`src/rtl/pd_pkg.sv`:
```
package pd_pkg;
  localparam int unsigned ADDR_BYTES = 6;
  localparam logic [47:0] PAUSE_MCAST  = 48'h0180_C200_0001;
  localparam logic [15:0] TYPE_MAC_CTL = 16'h8808;
  localparam logic [15:0] OPC_PAUSE    = 16'h0001;
endpackage

```
`src/rtl/pd_frame_track.sv`:
```
module pd_frame_track #(
  parameter int unsigned SAT_IDX = 18,
  parameter int unsigned IDX_W   = 5
) (
  input  logic             clk_i,
  input  logic             rst_ni,
  input  logic             valid_i,
  input  logic             sof_i,
  input  logic             eof_i,
  output logic             take_o,
  output logic [IDX_W-1:0] idx_o
);
  localparam logic [IDX_W-1:0] SAT = IDX_W'(SAT_IDX);

  logic             in_frame_q;
  logic [IDX_W-1:0] cnt_q;

  assign take_o = valid_i && (sof_i || in_frame_q);
  assign idx_o  = sof_i ? '0 : cnt_q;

  always_ff @(posedge clk_i or negedge rst_ni) begin
    if (!rst_ni) begin
      in_frame_q <= 1'b0;
      cnt_q      <= '0;
    end else if (take_o) begin
      in_frame_q <= !eof_i;
      cnt_q      <= (idx_o >= SAT) ? SAT : idx_o + 1'b1;
    end
  end
endmodule

```
`src/rtl/pd_addr_match.sv`:
```
module pd_addr_match #(
  parameter int unsigned N_BYTES = 6,
  parameter int unsigned IDX_W   = 5
) (
  input  logic               clk_i,
  input  logic               rst_ni,
  input  logic               take_i,
  input  logic               sof_i,
  input  logic [IDX_W-1:0]   idx_i,
  input  logic [7:0]         data_i,
  input  logic [8*N_BYTES-1:0] ref_i,
  output logic               hit_o
);
  logic               hit_q;
  logic [N_BYTES-1:0] eq_vec;

  // byte 0 is the most significant octet of ref_i
  for (genvar i = 0; i < N_BYTES; i++) begin : g_byte
    assign eq_vec[i] = (idx_i != IDX_W'(i)) ||
                       (data_i == ref_i[8*(N_BYTES-1-i) +: 8]);
  end

  always_comb begin
    hit_o = hit_q;
    if (take_i) hit_o = (sof_i ? 1'b1 : hit_q) & (&eq_vec);
  end

  always_ff @(posedge clk_i or negedge rst_ni) begin
    if (!rst_ni) hit_q <= 1'b0;
    else         hit_q <= hit_o;
  end
endmodule

```
`src/rtl/pd_field_cap.sv`:
```
module pd_field_cap #(
  parameter int unsigned POS   = 12,
  parameter int unsigned IDX_W = 5
) (
  input  logic             clk_i,
  input  logic             rst_ni,
  input  logic             take_i,
  input  logic             sof_i,
  input  logic [IDX_W-1:0] idx_i,
  input  logic [7:0]       data_i,
  output logic [15:0]      field_o
);
  localparam logic [IDX_W-1:0] P_HI = IDX_W'(POS);
  localparam logic [IDX_W-1:0] P_LO = IDX_W'(POS + 1);

  logic [15:0] field_q;

  always_comb begin
    field_o = field_q;
    if (take_i) begin
      if (sof_i) field_o = '0;
      if (idx_i == P_HI) field_o[15:8] = data_i;
      if (idx_i == P_LO) field_o[7:0]  = data_i;
    end
  end

  always_ff @(posedge clk_i or negedge rst_ni) begin
    if (!rst_ni) field_q <= '0;
    else         field_q <= field_o;
  end
endmodule

```
`src/rtl/pause_detect.sv`:
```
module pause_detect #(
  parameter int unsigned TYPE_POS = 12,
  parameter int unsigned OPC_POS  = 14,
  parameter int unsigned TIME_POS = 16
) (
  input  logic        clk_i,
  input  logic        rst_ni,
  input  logic        rx_valid_i,
  input  logic        rx_sof_i,
  input  logic        rx_eof_i,
  input  logic [7:0]  rx_data_i,
  input  logic        full_duplex_i,
  input  logic        rx_fc_en_i,
  input  logic        ucast_pause_en_i,
  input  logic [47:0] station_addr_i,
  output logic        ctrl_frame_o,
  output logic        pause_o,
  output logic [15:0] pause_quanta_o
);
  import pd_pkg::*;

  localparam int unsigned LAST_POS = TIME_POS + 1;
  localparam int unsigned SAT_IDX  = LAST_POS + 1;
  localparam int unsigned IDX_W    = $clog2(SAT_IDX + 1);
  localparam logic [IDX_W-1:0] TYPE_END = IDX_W'(TYPE_POS + 1);
  localparam logic [IDX_W-1:0] FULL_END = IDX_W'(LAST_POS);

  logic             take;
  logic [IDX_W-1:0] idx;
  logic             mc_hit, uc_hit;
  logic [15:0]      type_f, opc_f, time_f;
  logic             is_ctrl, is_pause;

  pd_frame_track #(.SAT_IDX(SAT_IDX), .IDX_W(IDX_W)) u_track (
    .clk_i, .rst_ni,
    .valid_i(rx_valid_i), .sof_i(rx_sof_i), .eof_i(rx_eof_i),
    .take_o(take), .idx_o(idx)
  );

  pd_addr_match #(.N_BYTES(ADDR_BYTES), .IDX_W(IDX_W)) u_mc (
    .clk_i, .rst_ni, .take_i(take), .sof_i(rx_sof_i), .idx_i(idx),
    .data_i(rx_data_i), .ref_i(PAUSE_MCAST), .hit_o(mc_hit)
  );

  pd_addr_match #(.N_BYTES(ADDR_BYTES), .IDX_W(IDX_W)) u_uc (
    .clk_i, .rst_ni, .take_i(take), .sof_i(rx_sof_i), .idx_i(idx),
    .data_i(rx_data_i), .ref_i(station_addr_i), .hit_o(uc_hit)
  );

  pd_field_cap #(.POS(TYPE_POS), .IDX_W(IDX_W)) u_type (
    .clk_i, .rst_ni, .take_i(take), .sof_i(rx_sof_i), .idx_i(idx),
    .data_i(rx_data_i), .field_o(type_f)
  );

  pd_field_cap #(.POS(OPC_POS), .IDX_W(IDX_W)) u_opc (
    .clk_i, .rst_ni, .take_i(take), .sof_i(rx_sof_i), .idx_i(idx),
    .data_i(rx_data_i), .field_o(opc_f)
  );

  pd_field_cap #(.POS(TIME_POS), .IDX_W(IDX_W)) u_time (
    .clk_i, .rst_ni, .take_i(take), .sof_i(rx_sof_i), .idx_i(idx),
    .data_i(rx_data_i), .field_o(time_f)
  );

  // classification uses field values including the end-of-frame byte
  assign is_ctrl  = (idx >= TYPE_END) && (type_f == TYPE_MAC_CTL);
  assign is_pause = is_ctrl && (idx >= FULL_END) && (opc_f == OPC_PAUSE) &&
                    full_duplex_i && rx_fc_en_i &&
                    (mc_hit || (ucast_pause_en_i && uc_hit));

  always_ff @(posedge clk_i or negedge rst_ni) begin
    if (!rst_ni) begin
      ctrl_frame_o   <= 1'b0;
      pause_o        <= 1'b0;
      pause_quanta_o <= '0;
    end else if (take && rx_eof_i) begin
      ctrl_frame_o   <= is_ctrl;
      pause_o        <= is_pause;
      pause_quanta_o <= is_pause ? time_f : '0;
    end else begin
      ctrl_frame_o   <= 1'b0;
      pause_o        <= 1'b0;
      pause_quanta_o <= '0;
    end
  end
endmodule

```
`config.mk`:
```
export PLATFORM = sky130hd
export DESIGN_NAME = pause_detect
export DESIGN_NICKNAME = d
export VERILOG_FILES = /design/src/rtl/pd_pkg.sv /design/src/rtl/pd_frame_track.sv /design/src/rtl/pd_addr_match.sv /design/src/rtl/pd_field_cap.sv /design/src/rtl/pause_detect.sv
export SDC_FILE = /design/constraint.sdc
export NUM_CORES = 1
export LEC_CHECK = 0
export BUFFER_PORTS_ARGS = -buffer_cell sky130_fd_sc_hd__buf_4
export CAP_MARGIN = 25
export CORE_MARGIN = 4
export CORE_UTILIZATION = 57
export DETAILED_ROUTE_END_ITERATION = 8
export PLACE_DENSITY = 0.82
export SLEW_MARGIN = 20
export SYNTH_ARGS = -nofsm -noshare
export SYNTH_HDL_FRONTEND = slang
export SYNTH_HIERARCHICAL = 1
export SYNTH_SLANG_ARGS = --single-unit
export TNS_END_PERCENT = 30
```
`constraint.sdc`:
```
create_clock -name clk_i -period 3.3 [get_ports clk_i]
set_input_delay 0.33 -clock clk_i [delete_from_list [all_inputs] [get_ports clk_i]]
set_output_delay 0.33 -clock clk_i [all_outputs]
set_load 0.03 [all_outputs]
```
==> results of run 1 <==
registers in the layout (all words and copies together), names as in the netlist:
signal,flops
u_time/field_q,16
u_track/cnt_q,5
u_uc/hit_q,1
u_track/in_frame_q,1
pause_o,1
pause_quanta_o,16
u_mc/hit_q,1
u_opc/field_q,16
u_type/field_q,16
ctrl_frame_o,1
Yosys cell counts, types with 4 or more instances:
| cell | number | area, um^2 |
|---|---|---|
| mux2i_1 | 48 | 480.5 |
| nor4_2 | 14 | 175.2 |
| nor2b_1 | 6 | 37.54 |
| nand2_1 | 53 | 198.9 |
| a21oi_1 | 7 | 35.03 |
| xor2_1 | 30 | 262.8 |
| xnor2_2 | 8 | 130.1 |
| nand4_1 | 29 | 181.4 |
| inv_1 | 27 | 101.4 |
| buf_2 | 13 | 65.06 |
| a41oi_1 | 5 | 43.79 |
| dfrtp_1 | 74 | 1852 |
| nor3_1 | 8 | 40.04 |
| xnor2_1 | 58 | 508.0 |
| nand3b_1 | 4 | 30.03 |
| nor2_1 | 6 | 22.52 |
| buf_6 | 14 | 157.7 |
| nor4_1 | 15 | 93.84 |
| nand3_1 | 8 | 40.04 |
worst max path at each step:
stage | endpoint
finish | pause_quanta_o[1]
global route | pause_quanta_o[12]
CTS | pause_quanta_o[1]
detailed placement | pause_quanta_o[12]
global placement | pause_quanta_o[1]
floorplan | pause_quanta_o[0]
critical path: cells and delay by family (launching register included):
kind / cells / cell delay, ns
flip-flops: 1 / 0.45
multiplexers: 1 / 0.22
AND/OR/NAND/NOR: 6 / 2.12
cells in the final DEF, fill, tap and decap left out, types with 2 or more instances in the layout:
cell type | synthesis | routed
nor3b_1 | 3 | 3
nor3_1 | 8 | 8
nor4_1 | 15 | 15
nor2_1 | 6 | 6
a41o_1 | 2 | 2
a41oi_1 | 5 | 5
nand2_1 | 53 | 53
o21ai_0 | 2 | 2
nor2b_1 | 6 | 6
or3_1 | 3 | 3
nand3b_1 | 4 | 4
nor4b_4 | 2 | 2
dfrtp_1 | 74 | 74
bufinv_16 | 0 | 2
nand4_1 | 29 | 29
nor4b_2 | 2 | 2
a21oi_1 | 7 | 7
clkbuf_8 | 0 | 9
xnor2_2 | 8 | 8
nand3_4 | 3 | 3
nor4_2 | 14 | 14
xor2_1 | 30 | 30
inv_1 | 27 | 27
nand3_1 | 8 | 8
mux2i_1 | 48 | 48
xnor2_1 | 58 | 58
buf_4 | 2 | 92
conb_1 | 2 | 48
power by group through the flow:
| stage | Combinational [mW] | Sequential (mW) | Clock (mW) |
|---|---|---|---|
| global placement | 0.496 | 0.980 | 0 |
| floorplan | 0.374 | 0.973 | 0 |
| detailed placement | 0.515 | 0.982 | 0 |
| CTS | 0.517 | 0.964 | 0.784 |
| global route | 0.571 | 0.970 | 0.831 |
| finish | 0.518 | 0.964 | 0.769 |
cell families after synthesis:
logic type                after synthesis
xor gates and xnor gates               96
AOI/OAI and AO/OA                      25
muxes                                  48
DFF                                    74
buffers and inverters                  60
and+or+nand+nor                       169
other                                   2
cell type report:
class / count / area share [%]
repair buffers: 92 / 11.73
flip-flops and latches: 74 / 31.46
well taps: 105 / 2.232
inverters: 28 / 1.785
clock inverters: 6 / 1.530
clock buffers: 9 / 2.104
multi-input cells: 386 / 49.16
per-stage QoR:
step           utilization (%)  hold slack (ns)  instances
2_1_floorplan                -          0.03441        520
3_3_place_gp             68.36           0.5003        685
3_5_place_dp             68.36           0.5182        685
4_1_cts                  70.93           0.1373        700
5_1_grt                  70.93           0.1482        700
6_report                 70.93          0.09428        700
per-layer routing:
metal	routed length (um)	up-vias	track usage, %
met1	4837	1949	30.93
met3	628	19	4.360
met4	217	0	9.714
met2	6083	111	41.72
met5	0	-	0
li1	-	1829	-
==> summary.md, run 1 <==
| Metric | Value |
|---|---|
| Clk pwr share | `34.2%` |
| Mux contribution to synthesized area | `9.749%` |
| Seq/Total Area, Yosys | `37.57%` |
| Htree depth | `3` |
| CTS clk-pin slew, worst paths | `0.08 ns` |
| Status | `completed` |
| Crit path setup slack, layout | `0.3742 ns` |
| R2R depth | `7` |
| Clk buf depth | `2` |
| TritonCTS Buffers | `9` |
| DIE WIDTH | `101.0 um` |
| FF/Latch Area | `0.001852 mm^2` |
| Post-synthesis adder-cell area fraction | `0%` |
| TNS Setup | `0 ns` |
| Flops & latches, synth | `74` |
| Hpwl dp | `8229 um` |
| WP data arrival | `3.16 ns` |
| Syn Area/Cell | `10.40 um^2` |
| Largest family of logic cells by synthesized area | `simple AND/OR/NAND/NOR gates` |
| RePlAce Congestion | `0.8409` |
| Sw Ratio | `29.71%` |
| Number of hold buffers added after cts | `0` |
| Sequential share of power | `42.8%` |
| Endpoints failing setup | `0` |
| Slowest Stage Delay on Critical Path | `0.54 ns` |
| Total wire length | `11770 um` |
| Pre-CTS WS | `0.3403 ns` |
| CP startpoint kind | `flop` |
| Vias/cell | `5.583` |
| Via count | `3908` |
| Slowest stage cell, crit path | `or3_1` |
| Drt drc | `0` |
| DR iter-0 viols | `150` |
| Maximum VDD drop | `285.1 uV` |
| Leakage | `2.796 nW` |
| CTS tree | `done` |
| Setup CP Type | `reg -> reg` |
| Cells after Synth | `474` |
| Slew Viols, Final | `0` |
| Worst slew pin tran | `0.8961 ns` |
| Die Area | `0.01020 mm^2` |
| Number of antenna violations at the first check in global routing | `0` |
| Simple-gate share of the synthesized area | `23.00%` |
| Total GRT Usage | `24.52%` |
| Initial DRT Pass Iterations | `4` |
| Global-route wire length before repair | `19820 um` |
| Combinational power share | `23.0%` |
| Post-CTS Setup Inserts | `0` |
| Multi-input gate area | `0.002894 mm^2` |
| Number of synthesized flops with an enable pin | `0` |
| Layout cells sized above 1 | `24.37%` |
| Antenna-violating nets left | `0` |
| Asr flop ratio synth | `100.0%` |
| Largest net degree at the start of global routing | `75` |
| Clock Latency Late Sink | `0.35 ns` |
| Worst relative slew slack | `40.26%` |
| Sink Count | `74` |
| Worst R2R Setup Slack | `0.37 ns` |
| Worst r2r src | `u_track/cnt_q[1]` |
| Tcrit/Tclk final | `88.66%` |
| R2R Path End | `pause_quanta_o[1]` |
| Final Cell Area | `0.005887 mm^2` |
| Post-synthesis cell type count | `54` |
| Placed inst area | `0.005673 mm^2` |
| Skew final | `0.01706 ns` |
| P&R area growth vs syn | `19.45%` |
| Min Clock Period, post-route | `2.926 ns` |
| Core area | `0.008299 mm^2` |
| Top_reg_cell synth | `dfrtp_1` |
| Synth Area in XOR/XNOR | `18.28%` |
| Crit-path cells | `nor2b_1, nand4b_1, or3_1, mux2i_1, nor4b_2, nand3_2, nor4_1` |
| Die H | `101.0 um` |
| Ports | `82` |
| # rows | `33` |
| Compound-cell area share of the yosys netlist | `4.037%` |
| Total global routing overflow | `0` |
| Total chip power | `2.251 mW` |
| Internal Pwr Total | `1.583 mW` |
| Ant. Diodes | `0` |
| Initial Util | `59.38%` |
| Min-delay worst type | `in -> async` |
| Max Cap Violations | `0` |
| Synth Cell Area | `0.004928 mm^2` |
| Yosys warns | `6` |
| Power Density | `382.4 mW/mm^2` |
| RSZ-0062 raised after global routing | `no` |
| FMAX | `341.8 MHz` |
| WL per Instance | `16.81 um` |
| Crit path required time | `3.53 ns` |
| Setup crit end kind | `flop` |
| Layout fillers | `629` |
| Nets | `655` |
| CP Max Fanout | `18` |
| Final hold viol count | `0` |
| Cts repair resizes | `0` |
| P_sw | `0.6688 mW` |
| Clock root cell | `clkbuf_8` |
| Vias in the first global route | `4016` |
| CP startpoint | `u_track/cnt_q[1]` |
| PortBufs | `81` |
Power figures use the tool's default switching activity.
==> run 2: changes to the inputs <==
--- a/config.mk
+++ b/config.mk
@@ -7,13 +7,12 @@
 export LEC_CHECK = 0
 export BUFFER_PORTS_ARGS = -buffer_cell sky130_fd_sc_hd__buf_4
 export CAP_MARGIN = 25
-export CORE_MARGIN = 4
-export CORE_UTILIZATION = 57
+export CORE_ASPECT_RATIO = 0.9
+export CORE_UTILIZATION = 55
 export DETAILED_ROUTE_END_ITERATION = 8
-export PLACE_DENSITY = 0.82
+export PLACE_DENSITY = 0.81
 export SLEW_MARGIN = 20
 export SYNTH_ARGS = -nofsm -noshare
 export SYNTH_HDL_FRONTEND = slang
-export SYNTH_HIERARCHICAL = 1
 export SYNTH_SLANG_ARGS = --single-unit
 export TNS_END_PERCENT = 30
==> run 2 against run 1 <==
Via count down 13%. Fmax down 7.0%. Setup slack worse by 0.22 ns.
==> summary.md, run 2 <==
| Metric | Value |
|---|---|
| Maximum VDD drop | `362.2 uV (was 285.1 uV)` |
| Synth area leaders | `dfrtp_1 46%, o21ai_0 5.8%, xnor2_1 5.2% (was dfrtp_1 38%, xnor2_1 10%, mux2i_1 9.7%)` |
| Total chip power | `2.209 mW (was 2.251 mW)` |
| Status | `completed (unchanged)` |
| Number of synthesized flops with an enable pin | `0 (unchanged)` |
| Min-delay worst type | `in -> async (unchanged)` |
| Clock root cell | `clkbuf_8 (unchanged)` |
| R2R Path End | `pause_quanta_o[0] (was pause_quanta_o[1])` |
| Top_reg_cell synth | `dfrtp_1 (unchanged)` |
| Post-synthesis cell type count | `57 (was 54)` |
| Slew Viols, Final | `0 (unchanged)` |
| Die H | `83.36 um (was 101.0 um)` |
| Leakage | `2.242 nW (was 2.796 nW)` |
| Global-route wire length before repair | `17420 um (was 19820 um)` |
| CP Max Fanout | `10 (was 18)` |
| Util after Layout | `69.51% (was 70.93%)` |
| DIE WIDTH | `92.40 um (was 101.0 um)` |
| Initial DRT Pass Iterations | `5 (was 4)` |
| Worst slew pin tran | `0.8877 ns (was 0.8961 ns)` |
| Via count | `3384 (was 3908)` |
| Synth Cell Area | `0.004045 mm^2 (was 0.004928 mm^2)` |
| Crit path required time | `3.57 ns (was 3.53 ns)` |
| CTS clk-pin slew, worst paths | `0.08 ns (about the same)` |
| Top-count cell post-synth | `dfrtp_1 (unchanged)` |
| Clock Latency Late Sink | `0.36 ns (was 0.35 ns)` |
| Power Density | `449.0 mW/mm^2 (was 382.4 mW/mm^2)` |
| Hpwl dp | `7365 um (was 8229 um)` |
| R2R depth | `11 (was 7)` |
| Die Area | `0.007702 mm^2 (was 0.01020 mm^2)` |
| Total wire length | `10640 um (was 11770 um)` |
| Commonest non-fill, non-tap cell in the layout | `buf_4 (unchanged)` |
| P_sw | `0.6944 mW (was 0.6688 mW)` |
| PortBufs | `81 (unchanged)` |
| FMAX | `317.9 MHz (was 341.8 MHz)` |
| Sink Count | `74 (unchanged)` |
| TNS Setup | `0 ns (unchanged)` |
| Layout fillers | `544 (was 629)` |
| Cells after Synth | `393 (was 474)` |
| Asr flop ratio synth | `100.0% (unchanged)` |
| Max Cap Violations | `0 (unchanged)` |
| Final Cell Area | `0.004918 mm^2 (was 0.005887 mm^2)` |
| Clk pwr share | `32.1% (was 34.2%)` |
| Placed inst area | `0.004669 mm^2 (was 0.005673 mm^2)` |
| Syn Area/Cell | `10.29 um^2 (was 10.40 um^2)` |
| Sequential share of power | `45.8% (was 42.8%)` |
| Vias in the first global route | `3364 (was 4016)` |
| DR iter-0 viols | `283 (was 150)` |
| WP data arrival | `3.42 ns (was 3.16 ns)` |
| Combinational power share | `22.1% (was 23.0%)` |
| Sw Ratio | `31.44% (was 29.71%)` |
| Worst R2R Setup Slack | `0.15 ns (was 0.37 ns)` |
| Seq/Total Area, Yosys | `45.78% (was 37.57%)` |
| Endpoints failing setup | `0 (unchanged)` |
| # rows | `29 (was 33)` |
| Post-synth top area share | `45.78% (was 37.57%)` |
| Number of hold buffers added after cts | `0 (unchanged)` |
| CP startpoint kind | `flop (unchanged)` |
| Synth cell count leaders | `74 x dfrtp_1, 47 x o21ai_0, 24 x nand3_1, 24 x xnor2_1, 24 x xor2_1 (was 74 x dfrtp_1, 58 x xnor2_1, 53 x nand2_1)` |
| Antenna-violating nets left | `0 (unchanged)` |
| Number of antenna violations at the first check in global routing | `0 (unchanged)` |
| Yosys warns | `0 (was 6)` |
| Largest net degree at the start of global routing | `75 (unchanged)` |
| Area leader, netlist | `dfrtp_1 (unchanged)` |
| Layout cells sized above 1 | `29.36% (was 24.37%)` |
| Clk buf depth | `2 (unchanged)` |
| P&R area growth vs syn | `21.59% (was 19.45%)` |
| Final hold viol count | `0 (unchanged)` |
| Initial Util | `57.17% (was 59.38%)` |
| Internal Pwr Total | `1.514 mW (was 1.583 mW)` |
| Min Clock Period, post-route | `3.145 ns (was 2.926 ns)` |
| Core area | `0.007076 mm^2 (was 0.008299 mm^2)` |
| Post-Syn Nets | `460` |
| RePlAce Congestion | `1.004 (was 0.8409)` |
| Flops & latches, synth | `74 (unchanged)` |
| Most frequent cells in the layout | `89 x buf_4, 74 x dfrtp_1, 47 x o21ai_0 (was 92 x buf_4, 74 x dfrtp_1, 58 x xnor2_1, 53 x nand2_1)` |
| Htree depth | `3 (unchanged)` |
| TritonCTS Buffers | `9 (unchanged)` |
| Nets | `532 (was 655)` |
| Total GRT Usage | `29.70% (was 24.52%)` |
| Vias/cell | `6.011 (was 5.583)` |
| WL per Instance | `18.90 um (was 16.81 um)` |
| Ports | `82 (unchanged)` |
| Setup crit end kind | `flop (unchanged)` |
| Ant. Diodes | `0 (unchanged)` |
| Tcrit/Tclk final | `95.32% (was 88.66%)` |
| Setup CP Type | `reg -> reg (unchanged)` |
| Skew final | `0.008447 ns (was 0.01706 ns)` |
| Worst relative slew slack | `40.82% (was 40.26%)` |
| Drt drc | `0 (unchanged)` |
| Total global routing overflow | `0 (unchanged)` |
| Worst r2r src | `u_track.cnt_q[0] (was u_track/cnt_q[1])` |
| CTS tree | `done (unchanged)` |
-- run 2: cell count changes after synthesis, sizes merged, moves of 10 or more --
cell	previous run	this run
buf	30	17
mux2i	48	4
nor3b	4	17
nand3	12	27
inv	28	14
nand4	30	10
nor4	30	11
nand2	53	16
a22o	1	16
xnor2	66	24
o21ai	3	49
clkbuf	2	12
-- run 2: repair_timing --
action                                  CTS  global route
gates resized for setup                   1             0
setup buffers                             0             4
pin swaps                                 0             1
endpoints found under the setup margin    1            14
-- run 2: metrics by stage --
step	hold slack (ns)	setup slack [ns]	instances
finish	0.08785	0.1546	563
global route	0.1473	-0.01191	563
CTS	0.1309	0.1199	559
detailed placement	0.4760	0.01104	543
global placement	0.4601	0.2519	543
floorplan	0.03441	0.3479	393
-- run 2: critical path, cell delays in order (launching register included) --
cell and delay, ns:
dfrtp_1 0.46, nor2b_1 0.29, and2_1 0.26, and3_1 0.18
ha_1 0.18, a21o_1 0.12, nand2_1 0.21, a221o_2 0.40
nor4_2 0.33, nand4_4 0.24, buf_12 0.22, nor3b_1 0.17
-- run 2: cell families after synthesis --
| kind of cell | after synthesis | synth area share [%] |
|---|---|---|
| AOI/OAI and AO/OA | 93 | 16.21 |
| xor gates and xnor gates | 48 | 10.39 |
| adders and majority gates | 3 | 0.9280 |
| buffers and inverters | 43 | 4.701 |
| DFF | 74 | 45.78 |
| muxes | 5 | 1.268 |
| and+or+nand+nor | 127 | 20.72 |
-- run 2: layer usage --
| layer | GRT usage [%] | vias to the layer above | routed length (um) |
|---|---|---|---|
| met3 | 6.777 | 14 | 668 |
| met2 | 46.80 | 154 | 5196 |
| met5 | 0 | - | 0 |
| met4 | 6.250 | 0 | 92 |
| li1 | - | 1547 | - |
| met1 | 42.12 | 1669 | 4683 |
-- run 2: how the worst max path moves through the flow --
stage	depth (start not counted)	to	slack (ns)	startpoint
floorplan	13	pause_quanta_o[5]	0.35	rx_sof_i
global placement	11	pause_quanta_o[0]	0.25	rx_sof_i
detailed placement	11	pause_quanta_o[14]	0.01	rx_sof_i
CTS	10	pause_quanta_o[14]	0.12	u_track.cnt_q[0]
global route	11	pause_quanta_o[0]	-0.01	u_track.cnt_q[0]
finish	11	pause_quanta_o[0]	0.15	u_track.cnt_q[0]
-- run 2: power groups by stage --
| stage | Clock (mW) | Sequential, mW | Combinational [mW] |
|---|---|---|---|
| finish | 0.708 | 1.01 | 0.489 |
| global route | 0.762 | 1.02 | 0.535 |
| CTS | 0.716 | 1.01 | 0.483 |
| detailed placement | 0 | 1.03 | 0.480 |
| global placement | 0 | 1.02 | 0.469 |
| floorplan | 0 | 0.998 | 0.328 |
-- run 2: area by class of cell --
cell class / count / area, um^2 / share of cell area (%)
clock buffers: 9 / 123.9 / 2.518
inverters: 14 / 52.55 / 1.068
well taps: 93 / 116.4 / 2.366
multi-input cells: 276 / 2009 / 40.85
repair buffers: 90 / 688.2 / 13.99
flip-flops and latches: 74 / 1852 / 37.65
clock inverters: 7 / 76.32 / 1.552
